--- src/rtl/csa_pkg.sv ---
package csa_pkg;

  localparam int NUM_SECT = 7;

  // section widths, least significant first
  localparam int SECT_W [NUM_SECT] = '{7, 7, 8, 9, 10, 11, 12};

  // lowest bit index of section s
  function automatic int sectLo(input int s);
    int lo;
    lo = 0;
    for (int i = 0; i < s; i++) lo += SECT_W[i];
    return lo;
  endfunction

  function automatic int totalWidth();
    return sectLo(NUM_SECT);
  endfunction

endpackage

--- src/rtl/csa_ripple.sv ---
module csa_ripple #(
  parameter int W = 8
) (
  input  logic [W-1:0] a,
  input  logic [W-1:0] b,
  input  logic         cin,
  output logic [W-1:0] sum,
  output logic         cout,
  output logic         topCin
);

  logic [W:0] carry;

  assign carry[0] = cin;

  for (genvar i = 0; i < W; i++) begin : g_bit
    logic half;
    assign half         = a[i] ^ b[i];
    assign sum[i]       = half ^ carry[i];
    assign carry[i+1]   = (a[i] & b[i]) | (carry[i] & half);
  end

  assign cout   = carry[W];
  assign topCin = carry[W-1];

  always_comb begin

    ripple_sum_chk: assert ({cout, sum} == ({1'b0, a} + {1'b0, b} + (W+1)'(cin)))
      else $error("ripple slice result differs from arithmetic sum");
  end

endmodule

--- src/rtl/csa_select.sv ---
module csa_select #(
  parameter int W = 8
) (
  input  logic [W-1:0] a,
  input  logic [W-1:0] b,
  input  logic         cin,
  output logic [W-1:0] sum,
  output logic         cout,
  output logic         topCin
);

  logic [W-1:0] sumLo, sumHi;
  logic         coutLo, coutHi;
  logic         topLo, topHi;

  csa_ripple #(.W(W)) u_assume0 (
    .a(a), .b(b), .cin(1'b0),
    .sum(sumLo), .cout(coutLo), .topCin(topLo)
  );

  csa_ripple #(.W(W)) u_assume1 (
    .a(a), .b(b), .cin(1'b1),
    .sum(sumHi), .cout(coutHi), .topCin(topHi)
  );

  assign sum    = cin ? sumHi  : sumLo;
  assign cout   = cin ? coutHi : coutLo;
  assign topCin = cin ? topHi  : topLo;

  always_comb begin

    copy_pair_chk: assert ({coutHi, sumHi} == ({coutLo, sumLo} + (W+1)'(1)))
      else $error("carry-in-1 copy is not carry-in-0 copy plus one");
  end

endmodule

--- src/rtl/csel_adder64.sv ---
module csel_adder64 #(
  parameter int DATA_W = 64
) (
  input  logic [DATA_W-1:0] opA,
  input  logic [DATA_W-1:0] opB,
  input  logic              carryIn,
  output logic [DATA_W-1:0] sumOut,
  output logic              carryOut,
  output logic              ovfFlag
);

  localparam int NS = csa_pkg::NUM_SECT;

  // elaboration-time width check
  if (csa_pkg::totalWidth() != DATA_W) begin : g_width_bad
    $error("section widths do not add up to DATA_W");
  end

  logic [NS:0]   chain;
  logic [NS-1:0] secTop;

  assign chain[0] = carryIn;

  for (genvar s = 0; s < NS; s++) begin : g_sect
    localparam int W  = csa_pkg::SECT_W[s];
    localparam int LO = csa_pkg::sectLo(s);
    localparam int HI = LO + W - 1;

    if (s == 0) begin : g_base
      csa_ripple #(.W(W)) u_rip (
        .a(opA[LO +: W]), .b(opB[LO +: W]), .cin(chain[s]),
        .sum(sumOut[LO +: W]), .cout(chain[s+1]), .topCin(secTop[s])
      );
    end else begin : g_sel
      csa_select #(.W(W)) u_sel (
        .a(opA[LO +: W]), .b(opB[LO +: W]), .cin(chain[s]),
        .sum(sumOut[LO +: W]), .cout(chain[s+1]), .topCin(secTop[s])
      );
    end

    always_comb begin

      sect_top_chk: assert ({chain[s+1], sumOut[HI]} ==
                            (2'(opA[HI]) + 2'(opB[HI]) + 2'(secTop[s])))
        else $error("section top bit and carry disagree");

      sect_link_chk: assert ({chain[s+1], sumOut[LO +: W]} ==
                             ({1'b0, opA[LO +: W]} + {1'b0, opB[LO +: W]} + (W+1)'(chain[s])))
        else $error("section result ignores incoming carry");
    end
  end

  assign carryOut = chain[NS];
  assign ovfFlag  = chain[NS] ^ secTop[NS-1];

  always_comb begin

    overflow_sign_chk: assert (ovfFlag == ((opA[DATA_W-1] == opB[DATA_W-1]) &&
                                           (sumOut[DATA_W-1] != opA[DATA_W-1])))
      else $error("overflow flag disagrees with sign rule");

    full_sum_chk: assert ({carryOut, sumOut} ==
                          ({1'b0, opA} + {1'b0, opB} + (DATA_W+1)'(carryIn)))
      else $error("full sum mismatch");
  end

endmodule

--- config.mk ---
export PLATFORM = sky130hd
export DESIGN_NAME = csel_adder64
export DESIGN_NICKNAME = d
export VERILOG_FILES = /design/src/rtl/csa_pkg.sv /design/src/rtl/csa_ripple.sv /design/src/rtl/csa_select.sv /design/src/rtl/csel_adder64.sv
export SDC_FILE = /design/constraint.sdc
export NUM_CORES = 1
export LEC_CHECK = 0
export CAP_MARGIN = 20
export CORE_ASPECT_RATIO = 0.7
export CORE_MARGIN = 4
export CORE_UTILIZATION = 28
export DETAILED_ROUTE_END_ITERATION = 10
export GPL_TIMING_DRIVEN = 0
export MAX_ROUTING_LAYER = met4
export PLACE_DENSITY = 0.85
export SLEW_MARGIN = 20
export SYNTH_ARGS = -nofsm -noshare
export SYNTH_HDL_FRONTEND = slang
export SYNTH_SLANG_ARGS = --single-unit
--- constraint.sdc ---
create_clock -name vclk -period 40.5
set_input_delay 6.075 -clock vclk [all_inputs]
set_output_delay 6.075 -clock vclk [all_outputs]
set_load 0.05 [all_outputs]
### Yosys cells after proc, flatten, opt, wreduce, memory -nomap -nowiden

Index checks and enable logic that the tools add are counted.

* register bits: 0
* bits of input ports: 129

* mux-type cells: 13
* bitwise gates (word level): 468

Operators with widths (count)
* $xor 1x1->1: 174
* $and 1x1->1: 173
* $or 1x1->1: 115
* $mux 12: 1
* $mux 11: 1
* $mux 10: 1
* $mux 9: 1
* $mux 8: 1
* $mux 1: 7
* $mux 7: 1
* $not 1->1: 6

### Logic depth before layout (Yosys ltp)

* word-level depth: 26
* gate-level depth with buffers: 75
* mapped depth without buffers: 75

### Hierarchy

From an unflattened synthesis, not the netlist that was laid out.

* cells, all modules: 339
* area total of the unflattened synthesis: 3992.6 um2

Modules (own cells, without submodules)
* csa_ripple at g_sect[6].g_sel.u_sel.u_assume0 ...: sequential area each 0.0 um2, cells an instance 22, times used 2, area each 277.8 um2
* csa_ripple at g_sect[0].g_base.u_rip ...: sequential area each 0.0 um2, cells an instance 17, times used 3, area each 177.7 um2
* csa_ripple at g_sect[5].g_sel.u_sel.u_assume0 ...: sequential area each 0.0 um2, cells an instance 21, times used 2, area each 257.7 um2
* csa_ripple at g_sect[4].g_sel.u_sel.u_assume0 ...: sequential area each 0.0 um2, cells an instance 20, times used 2, area each 237.7 um2
* csa_ripple at g_sect[3].g_sel.u_sel.u_assume0 ...: sequential area each 0.0 um2, cells an instance 19, times used 2, area each 217.7 um2
* csa_ripple at g_sect[2].g_sel.u_sel.u_assume0 ...: sequential area each 0.0 um2, cells an instance 18, times used 2, area each 197.7 um2
* csa_select at g_sect[5].g_sel.u_sel: sequential area each 0.0 um2, cells an instance 16, times used 1, area each 202.7 um2
* csa_select at g_sect[4].g_sel.u_sel: sequential area each 0.0 um2, cells an instance 15, times used 1, area each 191.4 um2
* csa_select at g_sect[3].g_sel.u_sel: sequential area each 0.0 um2, cells an instance 14, times used 1, area each 180.2 um2
* csa_select at g_sect[6].g_sel.u_sel: sequential area each 0.0 um2, cells an instance 17, times used 1, area each 176.4 um2
* csa_select at g_sect[2].g_sel.u_sel: sequential area each 0.0 um2, cells an instance 13, times used 1, area each 168.9 um2
* csa_select at g_sect[1].g_sel.u_sel: sequential area each 0.0 um2, cells an instance 12, times used 1, area each 153.9 um2
* csel_adder64: sequential area each 0.0 um2, cells an instance 1, times used 1, area each 8.8 um2

### Worst setup path before layout

No wires, ideal clock.

* path kind: in2out
* from: in opA[0]
* to: out ovfFlag
* cell stages on the path: 72
* required time: 34.425 ns
* arrival time: 28.574 ns
* setup slack: 5.851 ns
* cell sequence: fa_1 > fa_1 > fa_1 > fa_1 > fa_1 > fa_1 > inv_1 > fa_1 > mux2i_1 > fa_1 > fa_1 > fa_1 > fa_1 > fa_1 > inv_1 > fa_1 > o21ai_0 > fa_1 > [36 not listed] > fa_1 > fa_1 > fa_1 > fa_1 > mux2i_1 > fa_1 > fa_1 > fa_1 > fa_1 > fa_1 > fa_1 > fa_1 > fa_1 > inv_1 > fa_1 > inv_1 > fa_1 > xnor2_1

* longest elaborated chain between the ends: 22

Ends and longest elaborated chain
* start, declared: RTL line csel_adder64.sv:4 `input logic [DATA_W-1:0] opA,`
* $xor 1x1->1: RTL line csa_ripple.sv:18 `assign half = a[i] ^ b[i];`
* $and 1x1->1: RTL line csa_ripple.sv:20 `assign carry[i+1] = (a[i] & b[i]) | (carry[i] & half);`
* $or 1x1->1 *: RTL line csa_ripple.sv:20
* $and 1x1->1 *: RTL line csa_ripple.sv:20
* $or 1x1->1 *: RTL line csa_ripple.sv:20
* $and 1x1->1 *: RTL line csa_ripple.sv:20
* $or 1x1->1 *: RTL line csa_ripple.sv:20
* $and 1x1->1 *: RTL line csa_ripple.sv:20
* [2 not listed]
* $or 1x1->1 *: RTL line csa_ripple.sv:20
* $and 1x1->1 *: RTL line csa_ripple.sv:20
* $or 1x1->1 *: RTL line csa_ripple.sv:20
* $and 1x1->1 *: RTL line csa_ripple.sv:20
* $or 1x1->1 *: RTL line csa_ripple.sv:20
* $mux 1 * (5 in a row): RTL line csa_select.sv:27 `assign cout = cin ? coutHi : coutLo;`
* $mux 1, on equally long branches: RTL line csa_select.sv:27, csa_select.sv:28
* $xor 1x1->1 *: RTL line csel_adder64.sv:54 `assign ovfFlag = chain[NS] ^ secTop[NS-1];`
* end, declared: RTL line csel_adder64.sv:9 `output logic ovfFlag`

Mark *: on every way between the ends. The rest lies on a longest branch, timed or not.

### Final worst setup path

* from: in opA[0]
* to: out sumOut[63]

* longest elaborated chain between the ends: 21

Ends and longest elaborated chain
* $xor 1x1->1: RTL line csa_ripple.sv:18
* $and 1x1->1: RTL line csa_ripple.sv:20
* $or 1x1->1 *: RTL line csa_ripple.sv:20
* $and 1x1->1 *: RTL line csa_ripple.sv:20
* $or 1x1->1 *: RTL line csa_ripple.sv:20
* $and 1x1->1 *: RTL line csa_ripple.sv:20
* $or 1x1->1 *: RTL line csa_ripple.sv:20
* $and 1x1->1 *: RTL line csa_ripple.sv:20
* $or 1x1->1 *: RTL line csa_ripple.sv:20
* $and 1x1->1 *: RTL line csa_ripple.sv:20
* $or 1x1->1 *: RTL line csa_ripple.sv:20
* $and 1x1->1 *: RTL line csa_ripple.sv:20
* $or 1x1->1 *: RTL line csa_ripple.sv:20
* $and 1x1->1 *: RTL line csa_ripple.sv:20
* $or 1x1->1 *: RTL line csa_ripple.sv:20
* $mux 1 * (5 in a row): RTL line csa_select.sv:27
* $mux 12 *: RTL line csa_select.sv:26 `assign sum = cin ? sumHi : sumLo;`
* end, declared: RTL line csel_adder64.sv:7 `output logic [DATA_W-1:0] sumOut,`

Marked as above.

==> parameters.txt <==
Parameter                              Value

Place
  Count of input and output buffers ... 195
  Sum of net half-perimeters after detailed placement ... 6.34 mm
  Final estimated routing congestion in global placement ... 0.836
  Worst slack at placement ... 3490 ps

Synthesis
  Number of distinct library cell variants in the gate-level netlist after synthesis ... 8
  Summed instance area of the synthesized netlist ... 1620 sq um
  Synthesized netlist net count ... 334
  Synth Instances ... 135
  Largest cells by area after synthesis ... sky130_fd_sc_hd__fa_1 (72%), sky130_fd_sc_hd__inv_1 (12%), sky130_fd_sc_hd__ha_1 (9.3%), sky130_fd_sc_hd__mux2i_1 (3.1%), sky130_fd_sc_hd__xnor2_1 (2.2%)
  Sequential area share after synthesis ... 0
  Most repeated cell in the gate-level netlist after synthesis ... sky130_fd_sc_hd__fa_1
  Warning count from the yosys run ... 0
  Mean Syn Cell Area ... 12.0 sq um
  Top cell type's share of synthesized area ... 0.715
  Ranking of synthesized cells by instance count ... sky130_fd_sc_hd__fa_1 (58), sky130_fd_sc_hd__inv_1 (51), sky130_fd_sc_hd__ha_1 (12)
  Cell accounting for the most synthesized area ... sky130_fd_sc_hd__fa_1

Layout
  Clock buffer instance count of the final layout ... 0
  Area of all sequential standard cells ... 0 sq um
  Share of post-route cells with drive strength above 1 ... 0
  Post-route core utilization ... 0.676
  Net count reported at finish ... 531
  Layout sequential cell count ... 0
  Synth-to-layout area growth ... 126%
  FILL cells ... 430
  Combined area of the multi-input logic cells ... 1430 sq um
  Count of inserted antenna diode cells ... 0

Global routing
  Wire length of the first global-routing pass ... 9.99 mm
  Remaining global-route overflow ... 0
  Initial antenna violation count ... 0
  Total routing usage reported by global routing ... 0.184
  Most heavily used metal layer in global routing ... met2
  Met3 track demand over resource ... 0.0652
  Via count of the first global-routing pass ... 2001
  GRT met1 Usage ... 0.175
  Routing usage on met2 ... 0.366
  Largest net degree at the start of global routing ... 4

Timing
  Setup TNS after final layout ... 0 ps
  Setup repair after global routing missed its margin ... no
  Tightest Pin Transition ... 534 ps
  Final-report hold violation count ... 0
  Minimum clock period ... 36850 ps
  Worst hold slack across all endpoints ... 13500 ps
  Number of max-slew violations in the final report ... 0
  Max_slew headroom ... 0.643
  Highest achievable clock rate ... 27.1 MHz
  Final setup violation count ... 0
  Final worst path period share ... 0.910
  Setup WS post-layout ... 3650 ps

Worst setup path
  Max Fanout on Critical Path ... 3
  Kind of cell with the highest combined delay on the critical path ... adder cells
  Crit path required time ... 34420 ps
  Worst setup path class ... in2out
  Worst path most repeated cell ... sky130_fd_sc_hd__fa_1
  CP Buf/Inv Count ... 12
  Library cell contributing the largest single delay on the critical path ... sky130_fd_sc_hd__clkdlybuf4s50_1
  Critical Path Sink Type ... output port
  Critical path data arrival time ... 30770 ps
  Peak per-stage delay on the critical path ... 800 ps
  Critical path launch point type ... input pin

Detailed routing
  Final antenna-violating net count ... 0
  Via count of the routed design ... 1689
  TritonRoute pass-1 iters ... 4
  Routed length per placed instance ... 16.2 um
  Remaining design rule violation count ... 0
  Number of violations reported at the end of detailed-routing iteration 0 ... 22
  Average vias per placed instance ... 4.20
  DRT Wirelength ... 6.50 mm

Job
  Max Cap Violations ... 0

Die
  Core region area ... 5420 sq um
  Boundary pin count ... 195
  Cell Rows ... 22
  Horizontal die dimension ... 99.0 um
  Die boundary height ... 71.7 um
  Total Die Area ... 7100 sq um
  Starting density of the core ... 0.299

Clocking
  Number of gates resized after cts ... 0
  Post-CTS setup buffer count ... 0
  CTS hold repair buffers ... 0

Pwr
  Total power consumption of the routed design ... 0.110 mW
  Max rail drop VDD ... 0.0223 mV
  Total power per unit cell area ... 30.1 nW/um^2
  Total leakage power ... 1.59 nW

Run status
  Result of the run ... finished, final reports clean

Worst hold path
  Min-Delay Path Class ... in2out
==> final cells by class <==
class,count,area share
Tap cell,72,0.0246
Inverter,51,0.0522
Multi-Input combinational cell,84,0.391
Timing Repair Buffer,195,0.533
==> stage by stage <==
stage	instance area [sq um]	instances
floorplan	1620	135
global placement	3660	402
detailed placement	3660	402
CTS	3660	402
global route	3660	402
finish	3660	402
==> routing by layer <==
metal  share of wire  wire, um
met5               0         0
met4          0.0097        63
met3            0.13       842
met2            0.55      3570
met1            0.31      2030
==> path summary, 6_finish.rpt <==
check,from,to,slack (ps),cells past startpoint
hold / removal,opB[61],sumOut[61],13500,5
setup / recovery,opA[0],sumOut[63],3650,76
==> cell families after synthesis <==
group / after synthesis / synth area share
adder cells (fa/ha/maj): 70 / 0.808
buffers and inverters: 51 / 0.118
XOR/XNOR: 7 / 0.0378
multiplexers: 5 / 0.0308
AO/OA/AOI/OAI: 1 / 0.00308
AND/OR/NAND/NOR: 1 / 0.00231
==> cell usage in the layout (no fill, tap or decap) <==
master,n
sky130_fd_sc_hd__o21ai_0,1
sky130_fd_sc_hd__fa_1,58
sky130_fd_sc_hd__inv_1,51
sky130_fd_sc_hd__clkdlybuf4s50_1,195
sky130_fd_sc_hd__nand2_1,1
sky130_fd_sc_hd__xnor2_1,4
sky130_fd_sc_hd__xor2_1,3
sky130_fd_sc_hd__ha_1,12
sky130_fd_sc_hd__mux2i_1,5
==> report_power, final <==
group,switching [mW],internal (mW),leakage (nW)
combinational,0.0683,0.0420,1.59
clock,0,0,0
sequential,0,0,0
total,0.0683,0.0420,1.59
(Power assumes the default switching activity.)
